===== config.mk =====
export PLATFORM = sky130hd
export DESIGN_NAME = nand_bus_bridge
export DESIGN_NICKNAME = d
export VERILOG_FILES = /design/src/rtl/nbb_pkg.sv /design/src/rtl/nbb_ctrl_reg.sv /design/src/rtl/nbb_irq_ctl.sv /design/src/rtl/nbb_cycle_engine.sv /design/src/rtl/nand_bus_bridge.sv
export SDC_FILE = /design/constraint.sdc
export NUM_CORES = 1
export LEC_CHECK = 0
export ABC_AREA = 1
export CORE_ASPECT_RATIO = 0.6
export CORE_MARGIN = 1.5
export CORE_UTILIZATION = 37
export CTS_BUF_LIST = sky130_fd_sc_hd__clkbuf_4
export DETAILED_ROUTE_END_ITERATION = 8
export HOLD_SLACK_MARGIN = 0.06
export PLACE_DENSITY = 0.69
export RECOVER_POWER = 25
export SLEW_MARGIN = 15
export SYNTH_ARGS = -nofsm -noshare
export SYNTH_HDL_FRONTEND = slang
export SYNTH_SLANG_ARGS = --single-unit

===== constraint.sdc =====
create_clock -name clk -period 1.65 [get_ports clk]
set_clock_uncertainty 0.15 [all_clocks]
set_input_delay 0.33 -clock clk [delete_from_list [all_inputs] [get_ports clk]]
set_output_delay 0.33 -clock clk [all_outputs]
set_load 0.02 [all_outputs]

===== src/rtl/nbb_pkg.sv =====
// Shared constants and types for the NAND host bus bridge.
// Assumes a 3-bit register offset and an 8-bit control byte.
package nbb_pkg;
    localparam logic [2:0] OFS_DATA = 3'd0;
    localparam logic [2:0] OFS_CTRL = 3'd4;
    localparam logic [2:0] OFS_STAT = 3'd5;
    localparam logic [2:0] OFS_IST  = 3'd6;
    localparam logic [2:0] OFS_IMSK = 3'd7;

    localparam int CTRL_CLE    = 0;
    localparam int CTRL_ALE    = 1;
    localparam int CTRL_PWRVAL = 2;
    localparam int CTRL_PWRLD  = 3;
    localparam int CTRL_CE     = 4;
    localparam int CTRL_WPREL  = 7;

    localparam int IMSK_GLOBAL = 7;

    typedef enum logic [1:0] {
        CYC_IDLE,
        CYC_SETUP,
        CYC_STROBE,
        CYC_HOLD
    } cyc_state_e;
endpackage


===== src/rtl/nbb_ctrl_reg.sv =====
// Control byte register: holds the packed pin-state byte and the card
// power latch. Assumes one write strobe per host write to the offset.
module nbb_ctrl_reg
    import nbb_pkg::*;
(
    input  logic       clk,
    input  logic       rst_n,
    input  logic       wr_en,
    input  logic [7:0] wdata,
    output logic [7:0] ctrl_q,
    output logic       ce_n,
    output logic       cle,
    output logic       ale,
    output logic       wp_n,
    output logic       pwr_en
);
    logic pwr_q;

    // Store the control byte on every write.
    always_ff @(posedge clk) begin
        if (!rst_n)      ctrl_q <= 8'h00;
        else if (wr_en)  ctrl_q <= wdata;
    end

    // Power latch is loaded only when the load bit is set.
    always_ff @(posedge clk) begin
        if (!rst_n)                           pwr_q <= 1'b0;
        else if (wr_en && wdata[CTRL_PWRLD])  pwr_q <= wdata[CTRL_PWRVAL];
    end

    // Map stored bits onto the NAND pins.
    always_comb begin
        ce_n   = ~ctrl_q[CTRL_CE];
        cle    = ctrl_q[CTRL_CLE];
        ale    = ctrl_q[CTRL_ALE];
        wp_n   = ctrl_q[CTRL_WPREL];
        pwr_en = pwr_q;
    end


    pwr_keep_chk: assert property (@(posedge clk) disable iff (!rst_n)
        (wr_en && !wdata[CTRL_PWRLD]) |=> $stable(pwr_en));
endmodule


===== src/rtl/nbb_irq_ctl.sv =====
// Ready/busy synchronizer, edge detector, interrupt status and mask.
// Assumes nand_rb is asynchronous; only source 0 has a hardware event.
module nbb_irq_ctl
    import nbb_pkg::*;
#(
    parameter int SYNC_STAGES = 2,
    parameter int IRQ_SRCS    = 4
) (
    input  logic                clk,
    input  logic                rst_n,
    input  logic                rb_in,
    input  logic                ist_clr_en,
    input  logic                imsk_wr_en,
    input  logic [7:0]          wdata,
    output logic                dev_busy,
    output logic [IRQ_SRCS-1:0] ist_q,
    output logic [7:0]          imsk_q,
    output logic                irq
);
    localparam int CHAIN = SYNC_STAGES + 1;

    logic [CHAIN-1:0]    rb_chain;
    logic                rb_rise;
    logic [IRQ_SRCS-1:0] src_evt;

    // Synchronize ready/busy; reset as "ready" so no edge follows reset.
    always_ff @(posedge clk) begin
        if (!rst_n) rb_chain <= '1;
        else        rb_chain <= {rb_chain[CHAIN-2:0], rb_in};
    end

    assign rb_rise  = rb_chain[CHAIN-2] & ~rb_chain[CHAIN-1];
    assign dev_busy = ~rb_chain[CHAIN-2];

    // Event vector: source 0 is the ready edge, others have no event.
    generate
        for (genvar s = 0; s < IRQ_SRCS; s++) begin : g_src
            if (s == 0) begin : g_rdy
                assign src_evt[s] = rb_rise;
            end else begin : g_none
                assign src_evt[s] = 1'b0;
            end
        end
    endgenerate

    // Status bits: write-one-to-clear, a new event wins over the clear.
    always_ff @(posedge clk) begin
        if (!rst_n) ist_q <= '0;
        else        ist_q <= (ist_q & ~(ist_clr_en ? wdata[IRQ_SRCS-1:0] : '0)) | src_evt;
    end

    // Mask byte store.
    always_ff @(posedge clk) begin
        if (!rst_n)          imsk_q <= 8'h00;
        else if (imsk_wr_en) imsk_q <= wdata;
    end

    // Request while globally enabled and any unmasked bit is set.
    assign irq = imsk_q[IMSK_GLOBAL] & (|(ist_q & imsk_q[IRQ_SRCS-1:0]));


    rise_sets_chk: assert property (@(posedge clk) disable iff (!rst_n)
        rb_rise |=> ist_q[0]);

    clr_bit_chk: assert property (@(posedge clk) disable iff (!rst_n)
        (ist_clr_en && wdata[0] && !rb_rise) |=> !ist_q[0]);
endmodule


===== src/rtl/nbb_cycle_engine.sv =====
// NAND byte-cycle sequencer: setup, strobe low for STROBE_CYCLES, hold,
// once or twice per request. Assumes start only arrives while idle.
module nbb_cycle_engine
    import nbb_pkg::*;
#(
    parameter int STROBE_CYCLES = 2
) (
    input  logic        clk,
    input  logic        rst_n,
    input  logic        start,
    input  logic        start_wr,
    input  logic        start_wide,
    input  logic [15:0] wdata,
    input  logic [7:0]  dq_in,
    output logic        busy,
    output logic [15:0] rdata,
    output logic        we_n,
    output logic        re_n,
    output logic [7:0]  dq_out,
    output logic        dq_oe
);
    localparam int CW = (STROBE_CYCLES > 1) ? $clog2(STROBE_CYCLES) : 1;
    localparam logic [CW-1:0] CNT_LAST = CW'(STROBE_CYCLES - 1);

    cyc_state_e    state_q;
    logic [CW-1:0] cnt_q;
    logic          idx_q;
    logic          wr_q;
    logic          wide_q;
    logic [15:0]   wbuf_q;
    logic          strobe_end;

    assign strobe_end = (state_q == CYC_STROBE) && (cnt_q == CNT_LAST);

    // Sequence the phases of each byte cycle.
    always_ff @(posedge clk) begin
        if (!rst_n) begin
            state_q <= CYC_IDLE;
            cnt_q   <= '0;
            idx_q   <= 1'b0;
        end else begin
            case (state_q)
                CYC_IDLE: begin
                    if (start) begin
                        state_q <= CYC_SETUP;
                        idx_q   <= 1'b0;
                    end
                end
                CYC_SETUP: begin
                    state_q <= CYC_STROBE;
                    cnt_q   <= '0;
                end
                CYC_STROBE: begin
                    if (strobe_end) state_q <= CYC_HOLD;
                    else            cnt_q   <= cnt_q + 1'b1;
                end
                CYC_HOLD: begin
                    if (wide_q && !idx_q) begin
                        idx_q   <= 1'b1;
                        state_q <= CYC_SETUP;
                    end else begin
                        state_q <= CYC_IDLE;
                    end
                end
                default: state_q <= CYC_IDLE;
            endcase
        end
    end

    // Capture the request attributes at start.
    always_ff @(posedge clk) begin
        if (!rst_n) begin
            wr_q   <= 1'b0;
            wide_q <= 1'b0;
            wbuf_q <= '0;
        end else if (start && state_q == CYC_IDLE) begin
            wr_q   <= start_wr;
            wide_q <= start_wide;
            wbuf_q <= wdata;
        end
    end

    // Assemble read bytes: first into the low half, second into the high.
    always_ff @(posedge clk) begin
        if (!rst_n) begin
            rdata <= '0;
        end else if (start && state_q == CYC_IDLE && !start_wr) begin
            rdata <= '0;
        end else if (strobe_end && !wr_q) begin
            if (idx_q) rdata[15:8] <= dq_in;
            else       rdata[7:0]  <= dq_in;
        end
    end

    // Pin outputs decoded from the phase registers.
    always_comb begin
        busy   = (state_q != CYC_IDLE);
        we_n   = !((state_q == CYC_STROBE) && wr_q);
        re_n   = !((state_q == CYC_STROBE) && !wr_q);
        dq_oe  = wr_q && (state_q != CYC_IDLE);
        dq_out = idx_q ? wbuf_q[15:8] : wbuf_q[7:0];
    end

    // Checker: length of each low strobe pulse.
    logic        strobe_low;
    logic [15:0] low_run_q;
    assign strobe_low = !we_n || !re_n;

    // Count consecutive low-strobe clocks.
    always_ff @(posedge clk) begin
        if (!rst_n)          low_run_q <= '0;
        else if (strobe_low) low_run_q <= low_run_q + 1'b1;
        else                 low_run_q <= '0;
    end


    strobe_width_chk: assert property (@(posedge clk) disable iff (!rst_n)
        (!strobe_low && $past(strobe_low)) |-> (low_run_q == 16'(STROBE_CYCLES)));

    dq_stable_chk: assert property (@(posedge clk) disable iff (!rst_n)
        (state_q == CYC_STROBE) |-> $stable(dq_out));

    start_idle_chk: assert property (@(posedge clk) disable iff (!rst_n)
        start |-> (state_q == CYC_IDLE));
endmodule


===== src/rtl/nand_bus_bridge.sv =====
// Top of the NAND host bus bridge: decodes host offsets, routes writes
// to the control, interrupt and data-port logic, and muxes read data.
// Assumes the host drives one request and waits for host_ready.
module nand_bus_bridge
    import nbb_pkg::*;
#(
    parameter int STROBE_CYCLES = 2,
    parameter int SYNC_STAGES   = 2,
    parameter int IRQ_SRCS      = 4
) (
    input  logic        clk,
    input  logic        rst_n,
    input  logic        host_req,
    input  logic        host_wr,
    input  logic        host_wide,
    input  logic [2:0]  host_addr,
    input  logic [15:0] host_wdata,
    output logic [15:0] host_rdata,
    output logic        host_ready,
    output logic        nand_ce_n,
    output logic        nand_cle,
    output logic        nand_ale,
    output logic        nand_we_n,
    output logic        nand_re_n,
    output logic        nand_wp_n,
    output logic        nand_pwr_en,
    output logic [7:0]  nand_dq_out,
    output logic        nand_dq_oe,
    input  logic [7:0]  nand_dq_in,
    input  logic        nand_rb,
    output logic        irq
);
    logic                accept;
    logic                eng_start;
    logic                ctrl_we;
    logic                ist_clr;
    logic                imsk_we;
    logic                eng_busy;
    logic [15:0]         eng_rdata;
    logic [7:0]          ctrl_q;
    logic                dev_busy;
    logic [IRQ_SRCS-1:0] ist_q;
    logic [7:0]          imsk_q;
    logic [7:0]          reg_byte;
    logic [7:0]          reg_rd_q;
    logic                rd_eng_q;

    // Decode the accepted request.
    always_comb begin
        accept    = host_req && host_ready;
        eng_start = accept && (host_addr == OFS_DATA);
        ctrl_we   = accept && host_wr && (host_addr == OFS_CTRL);
        ist_clr   = accept && host_wr && (host_addr == OFS_IST);
        imsk_we   = accept && host_wr && (host_addr == OFS_IMSK);
        host_ready = !eng_busy;
    end

    // Select the register byte for a read.
    always_comb begin
        case (host_addr)
            OFS_CTRL: reg_byte = ctrl_q;
            OFS_STAT: reg_byte = {dev_busy, 7'b0};
            OFS_IST:  reg_byte = 8'(ist_q);
            OFS_IMSK: reg_byte = imsk_q;
            default:  reg_byte = 8'h00;
        endcase
    end

    // Latch register read data and remember the read source.
    always_ff @(posedge clk) begin
        if (!rst_n) begin
            reg_rd_q <= 8'h00;
            rd_eng_q <= 1'b0;
        end else if (accept && !host_wr) begin
            reg_rd_q <= reg_byte;
            rd_eng_q <= (host_addr == OFS_DATA);
        end
    end

    assign host_rdata = rd_eng_q ? eng_rdata : {8'h00, reg_rd_q};

    nbb_ctrl_reg u_ctrl (
        .clk    (clk),
        .rst_n  (rst_n),
        .wr_en  (ctrl_we),
        .wdata  (host_wdata[7:0]),
        .ctrl_q (ctrl_q),
        .ce_n   (nand_ce_n),
        .cle    (nand_cle),
        .ale    (nand_ale),
        .wp_n   (nand_wp_n),
        .pwr_en (nand_pwr_en)
    );

    nbb_irq_ctl #(
        .SYNC_STAGES (SYNC_STAGES),
        .IRQ_SRCS    (IRQ_SRCS)
    ) u_irq (
        .clk        (clk),
        .rst_n      (rst_n),
        .rb_in      (nand_rb),
        .ist_clr_en (ist_clr),
        .imsk_wr_en (imsk_we),
        .wdata      (host_wdata[7:0]),
        .dev_busy   (dev_busy),
        .ist_q      (ist_q),
        .imsk_q     (imsk_q),
        .irq        (irq)
    );

    nbb_cycle_engine #(
        .STROBE_CYCLES (STROBE_CYCLES)
    ) u_eng (
        .clk        (clk),
        .rst_n      (rst_n),
        .start      (eng_start),
        .start_wr   (host_wr),
        .start_wide (host_wide),
        .wdata      (host_wdata),
        .dq_in      (nand_dq_in),
        .busy       (eng_busy),
        .rdata      (eng_rdata),
        .we_n       (nand_we_n),
        .re_n       (nand_re_n),
        .dq_out     (nand_dq_out),
        .dq_oe      (nand_dq_oe)
    );


    ready_drop_chk: assert property (@(posedge clk) disable iff (!rst_n)
        eng_start |=> !host_ready);

    one_strobe_chk: assert property (@(posedge clk) disable iff (!rst_n)
        !(!nand_we_n && !nand_re_n));
endmodule


==> flow_metrics.py, run 1 <==
metrics = {
    "synth": {
        "synthDistinctLibCells": 28,
        "yosys_register_bits": 71,
        "synth_area_um2": 3170,
        "synth_nets": 481,
        "netlist_instances": 444,
        "syn_avg_cell_area_um2": 7.14,
        "ys_seq_area_frac": 0.448,
        "ys_warn_count": 0,
    },
    "clock_tree": {
        "hold_buffers": 0,
        "cts_max_level": 3,
        "clk_transition_reported_paths_ns": 0.13,
        "clock_latency_ns": 0.44,
        "numClockSinks": 71,
        "cts_buffers": 9,
        "clk_path_buf_depth": 2,
        "root_buffer": "clkbuf_4",
        "tritoncts": "done",
    },
    "floorplanning": {
        "row_count": 25,
        "fp.dieH_um": 74.7,
        "num_io_pins": 67,
        "initial_core_util": 0.391,
        "dieArea_um2": 9150,
        "die_w_um": 122,
        "core_area_um2": 8100,
    },
    "setup_path": {
        "crit_family": "flip-flops",
        "worstSetupPathType": "register to primary output",
        "rr_worst_depth": 11,
        "critPathRequiredTime_ns": 1.17,
        "cp.arrival_ns": 1.43,
        "startpoint_type": "register",
        "crit_path_end_kind": "primary output",
        "rrSetupSlack_ns": -0.02,
        "r2r-end": "u_eng.rdata[3]$_SDFFE_PP0P_",
        "crit_chain": "buf_12 > mux2_4 > buf_6",
        "cpMaxStageDelayCell": "dfxtp_4",
        "path_buf_inv": 2,
        "critPathMaxStageDelay_ns": 0.41,
        "r2r_start": "u_eng.state_q[1]$_SDFFE_PN0P_",
        "worstPathMaxFanout": 5,
    },
    "layout": {
        "multiInputGateArea_um2": 1740,
        "areaGrowthSynthToFinish_pct": 56.0,
        "drive_above_1_share": 0.357,
        "antenna_cells": 0,
        "fin_nets": 601,
        "fin_util": 0.610,
        "num-fill-cells": 710,
        "regArea_um2": 1440,
    },
    "sta": {
        "tns_ns": -4.31,
        "slew_viol_final": 0,
        "final_hold_viol_count": 0,
        "final.period_utilization": 1.16,
        "period_needed_ns": 1.91,
        "setup_slack_ns": -0.259,
        "worstMarginPinSlew_ns": 0.633,
        "slew_headroom": 0.578,
        "report.final.setup_viol": 35,
        "fmax_mhz": 524,
        "rsz0062_at_grt": "true",
    },
    "routing": {
        "wl_met1_mm": 4.69,
        "top_layer_used": "met4",
        "avgViaCountPerCell": 4.73,
        "dr_wl_met2_mm": 3.91,
        "wl_mm": 9.23,
        "antenna_left": 0,
        "drt_iter0_markers": 158,
        "wl_met3_um": 525,
        "via_count": 3205,
        "drc_errors": 0,
        "wl_per_cell_um": 13.6,
        "drt_pass1_iterations": 4,
    },
    "grt": {
        "grt_antenna_before_repair": 0,
        "grt_overflow_total": 0,
        "grt_max_degree": 38,
        "grt_pass1_wl_mm": 14.2,
        "grt_usage": 0.204,
        "grt_pass1_vias": 2892,
    },
    "placement": {
        "io_buffer_count": 66,
        "place_congestion": 0.904,
        "dpl.hpwl_mm": 6.53,
    },
    "hold_path": {
        "holdPathEnd": "u_irq.rb_chain[1]$_SDFF_PN1_",
        "hold_class": "register to register",
        "hp-start": "u_irq.rb_chain[0]$_SDFF_PN1_",
        "hold_path_depth": 1,
    },
    "status": {
        "outcome": "finished with violations",
        "violations": "setup timing",
    },
    "pwr": {
        "p_leak_nw": 2.31,
        "ir_drop_mv": 0.495,
        "powerDensity_nw_per_um2": 828,
    },
    "run": {
        "drv_cap": 0,
    },
}
-- flip-flops by register name, summed over array words and instances (netlist names), 2 cells and up --
name	count
u_irq.ist_q	4
u_eng.rdata	16
u_ctrl.ctrl_q	8
reg_rd_q	8
u_eng.state_q	2
u_irq.rb_chain	3
u_irq.imsk_q	8
u_eng.wbuf_q	16
-- final cells by class --
class	count	area share
well taps	108	0.0273
inverters	63	0.0488
repair buffers	128	0.248
clock inverters	6	0.0172
clock buffers	10	0.0152
multi-input cells	291	0.352
flip-flops and latches	71	0.292
-- cell families (layout without fill, tap and decap cells) --
group	Yosys count	after routing	share of synthesized area
compound gates	82	82	0.137
fa+ha+maj	4	4	0.0158
buf+inv	82	207	0.107
flops	71	71	0.448
mux	8	8	0.0284
simple gates	197	197	0.263
-- cells in the mapped netlist, drive strengths merged --
master  number  area [um2]
nand2      101         389
o22ai        3        18.8
ha           4        50.1
clkbuf       8        30.0
nand3       21         105
nor2        61         254
dfxtp       71        1420
nand4       10        62.6
or2          3        18.8
inv         62         235
a22oi        1        7.51
a41oi        1        8.76
o21ai       53         265
buf         11        70.1
o21a         1        7.51
a21oi       23         126
nor3         1        5.00
clkinv       1        3.75
mux2         8        90.1
-- cells in the final DEF (no fill, tap or decap), types with 2 or more instances in the layout --
cell,Yosys,layout
buf_4,1,53
dfxtp_2,0,10
mux2_4,0,8
nor2_1,57,54
ha_4,0,2
inv_2,0,6
inv_1,61,54
dfxtp_4,0,2
buf_8,0,3
clkdlybuf4s50_1,0,31
buf_12,0,3
nand2_4,1,17
o21ai_0,51,22
clkbuf_2,0,3
clkinv_1,1,2
bufinv_16,0,2
o21ai_1,2,16
o21ai_4,0,2
ha_1,4,2
or2_2,3,3
dfxtp_1,71,59
nand4_1,10,10
nand2_2,1,22
inv_4,1,2
o22ai_1,3,3
buf_6,2,27
clkbuf_1,8,3
nor2_4,3,6
o21ai_2,0,13
clkbuf_4,0,10
nand3_1,21,21
nand2_1,99,62
a21oi_1,22,22
-- how the worst max path moves through the flow --
stage | cells after the start | end | slack, ns | start
after floorplan | 10 | u_eng.rdata[6]$_SDFFE_PP0P_ | 0.04 | u_eng.state_q[0]$_SDFFE_PN0P_
after global placement | 6 | u_eng.wr_q$_SDFFE_PN0P_ | -0.33 | host_addr[0]
after detailed placement | 6 | u_eng.wr_q$_SDFFE_PN0P_ | -0.39 | host_addr[0]
after CTS | 3 | host_rdata[3] | -0.28 | rd_eng_q$_SDFFE_PN0P_
after global routing | 3 | host_rdata[1] | -0.31 | rd_eng_q$_SDFFE_PN0P_
final | 3 | host_rdata[1] | -0.26 | rd_eng_q$_SDFFE_PN0P_
-- repair_timing --
action / 4_1_cts / 5_1_grt
gates cloned: 1 / 2
buffers inserted: 5 / 3
pin swaps: 14 / 23
gates resized for setup: 236 / 102
endpoints found under the setup margin: 72 / 100
-- report_power, final --
group          internal (W)  switching (W)
sequential          0.00178      0.0000470
combinational      0.000469       0.000528
clock              0.000626       0.000638
total               0.00288        0.00121
-- metal layers --
| metal | global-route usage | vias to the layer above |
|---|---|---|
| met4 | 0.0556 | 0 |
| li1 | - | 1652 |
| met1 | 0.293 | 1468 |
| met5 | 0 | - |
| met3 | 0.0568 | 11 |
| met2 | 0.303 | 74 |
-- metrics by stage --
step	worst slack (ns)	hold slack, ns	area (um2)	instances	power, W
floorplan	0.0450	0.243	3190	444	0.00229
global placement	-0.329	0.246	4290	650	0.00266
detailed placement	-0.392	0.247	4290	650	0.00268
CTS	-0.275	0.272	4670	672	0.00401
global route	-0.315	0.287	4940	677	0.00427
finish	-0.259	0.272	4940	677	0.00409
Power figures use the tool's default switching activity.
==> run 2, diff against run 1 <==
--- a/config.mk
+++ b/config.mk
@@ -12,7 +12,7 @@
 export CTS_BUF_LIST = sky130_fd_sc_hd__clkbuf_4
 export DETAILED_ROUTE_END_ITERATION = 8
 export HOLD_SLACK_MARGIN = 0.06
-export PLACE_DENSITY = 0.69
+export PLACE_DENSITY = 0.67
 export RECOVER_POWER = 25
 export SLEW_MARGIN = 15
 export SYNTH_ARGS = -nofsm -noshare
==> constraint.sdc (replaced) <==
create_clock -name clk -period 2.1 [get_ports clk]
set_clock_uncertainty 0.15 [all_clocks]
set_input_delay 0.42 -clock clk [delete_from_list [all_inputs] [get_ports clk]]
set_output_delay 0.42 -clock clk [all_outputs]
set_load 0.02 [all_outputs]
==> run 2 against run 1 <==
Compared with the run above: the flow now finishes without violations; critical path depth fell by 2; via count fell by 7.4%; critical endpoint is now nand_cle; non-clock buffer count fell by 37; register-to-register slack improved by 0.25 ns; cell area fell by 18%; count of clock-buffer cells in the layout did not move; first-iteration DRC count rose by 41%; die area did not move; sequential share of layout area rose by 5.9 points.
==> flow_metrics.py, run 2 (synthesized netlist as in run 1, its figures left out) <==
metrics = {
    "pwr": {
        "power_w": 0.00279,
        "ir_drop_mv": 0.349,
        "clkPwrFrac": 0.296,
        "p_leak_nw": 1.90,
        "p_int_w": 0.00197,
        "p_comb_frac": 0.191,
        "switching_share": 0.293,
        "power.net_switching_w": 0.000816,
        "powerDensity_nw_per_um2": 686,
        "p_seq_frac": 0.513,
    },
    "sta": {
        "period_needed_ns": 2.01,
        "final_hold_viol_count": 0,
        "final.period_utilization": 0.959,
        "worstMarginPinSlew_ns": 0.595,
        "slew_headroom": 0.604,
        "rsz0062_at_grt": "false",
        "report.final.setup_viol": 0,
        "tns_ns": 0,
        "slew_viol_final": 0,
        "fmax_mhz": 496,
    },
    "setup_path": {
        "path_buf_inv": 1,
        "critPathRequiredTime_ns": 1.53,
        "crit_chain": "clkdlybuf4s50_1",
        "cp.arrival_ns": 1.44,
        "worstPathMaxFanout": 3,
        "crit_family": "buffers and inverters",
        "startpoint_type": "register",
        "crit_path_end_kind": "primary output",
        "worstSetupPathType": "register to primary output",
        "critPathMaxStageDelay_ns": 0.63,
        "cpMaxStageDelayCell": "clkdlybuf4s50_1",
    },
    "layout": {
        "top_regs": "u_eng.rdata: 16 flops, u_eng.wbuf_q: 16 flops",
        "layout_common_cells": "nand2_1 (99), dfxtp_1 (69), inv_1 (61), nor2_1 (56), o21ai_0 (51)",
        "num-fill-cells": 840,
        "fin_nets": 564,
        "drive_above_1_share": 0.141,
        "fin_cells": 640,
        "areaGrowthSynthToFinish_pct": 28.3,
        "final_common_cell": "nand2_1",
        "antenna_cells": 0,
    },
    "floorplanning": {
        "fp.dieH_um": 74.7,
        "num_io_pins": 67,
        "dieArea_um2": 9150,
        "row_count": 25,
        "core_area_um2": 8100,
        "die_w_um": 122,
        "initial_core_util": 0.391,
    },
    "placement": {
        "io_buffer_count": 66,
        "dp.cells": 623,
        "place_congestion": 0.870,
        "dpl.hpwl_mm": 6.19,
    },
    "routing": {
        "drt_iter0_markers": 223,
        "wl_per_cell_um": 12.6,
        "drc_errors": 0,
        "drt_pass1_iterations": 4,
        "wl_mm": 8.07,
        "avgViaCountPerCell": 4.64,
        "antenna_left": 0,
        "via_count": 2969,
    },
    "clock_tree": {
        "tritoncts": "done",
        "numClockSinks": 71,
        "hold_buffers": 0,
        "root_buffer": "clkbuf_4",
        "clk_path_buf_depth": 2,
        "clock_latency_ns": 0.43,
        "cts_buffers": 9,
        "clk_transition_reported_paths_ns": 0.10,
        "cts_max_level": 3,
    },
    "grt": {
        "grt_pass1_wl_mm": 13.0,
        "grt_max_degree": 38,
        "grt_antenna_before_repair": 0,
        "grt_pass1_vias": 2626,
        "grt_overflow_total": 0,
        "grt_usage": 0.189,
    },
    "hold_path": {
        "hold_class": "register to register",
    },
    "run": {
        "drv_cap": 0,
    },
    "status": {
        "outcome": "complete, no violations",
    },
}
[run 2: changes by cell type in the layout (fill, tap and decap cells not counted), moves of 13 or more]
cell	delta
nand2_1	+37
buf_4	-34
o21ai_0	+29
buf_6	-27
nand2_2	-21
nand2_4	-16
o21ai_1	-14
o21ai_2	-13
[run 2: per-layer routing]
metal  global-route usage  vias to the layer above  routed length (um)
li1                     -                     1577                   -
met1                0.271                     1301                4270
met2                0.270                       85                3200
met3               0.0636                        6                 534
met4               0.0543                        0                  69
met5                    0                        -                   0
[run 2: power groups by stage]
| stage | Sequential, W | Clock, W | Combinational, W |
|---|---|---|---|
| finish | 0.00143 | 0.000824 | 0.000533 |
| detailed placement | 0.00146 | 0 | 0.000564 |
| global placement | 0.00146 | 0 | 0.000554 |
| floorplan | 0.00146 | 0 | 0.000312 |
| global route | 0.00144 | 0.000905 | 0.000604 |
| CTS | 0.00143 | 0.000850 | 0.000555 |
[run 2: timing repair]
item	CTS	global route
endpoints found under the setup margin	29	17
cloned	0	0
pin swaps	0	1
resized for setup	65	19
buffers inserted	0	1
[run 2: path summary, 6_finish.rpt]
| path | slack (ns) | startpoint | cells past startpoint | end |
|---|---|---|---|---|
| max | 0.09 | u_ctrl.ctrl_q[0]$_SDFFE_PN0P_ | 1 | nand_cle |
| min | 0.27 | u_irq.rb_chain[0]$_SDFF_PN1_ | 1 | u_irq.rb_chain[1]$_SDFF_PN1_ |
| max reg2reg | 0.23 | u_eng.state_q[1]$_SDFFE_PN0P_ | 11 | u_eng.rdata[0]$_SDFFE_PP0P_ |
| min reg2reg | 0.27 | u_irq.rb_chain[0]$_SDFF_PN1_ | 1 | u_irq.rb_chain[1]$_SDFF_PN1_ |
[run 2: per-stage QoR]
| stage | hold slack [ns] | cell area, um2 | utilization | setup WS [ns] |
|---|---|---|---|---|
| after global placement | 0.245 | 4060 | 0.501 | 0.0565 |
| after global routing | 0.292 | 4070 | 0.502 | 0.0000251 |
| after detailed placement | 0.252 | 4060 | 0.501 | 0.0256 |
| final | 0.274 | 4070 | 0.502 | 0.0854 |
| after floorplan | 0.243 | 3170 | - | 0.305 |
| after CTS | 0.277 | 4130 | 0.510 | 0.00480 |
[run 2: final cells by class]
class,instances,area [um2],share of cell area
repair buffers,91,738,0.182
multi-input cells,291,1400,0.344
well taps,108,135,0.0332
flip-flops and latches,71,1430,0.351
inverters,63,239,0.0588
clock buffers,10,75.1,0.0185
clock inverters,6,51.3,0.0126
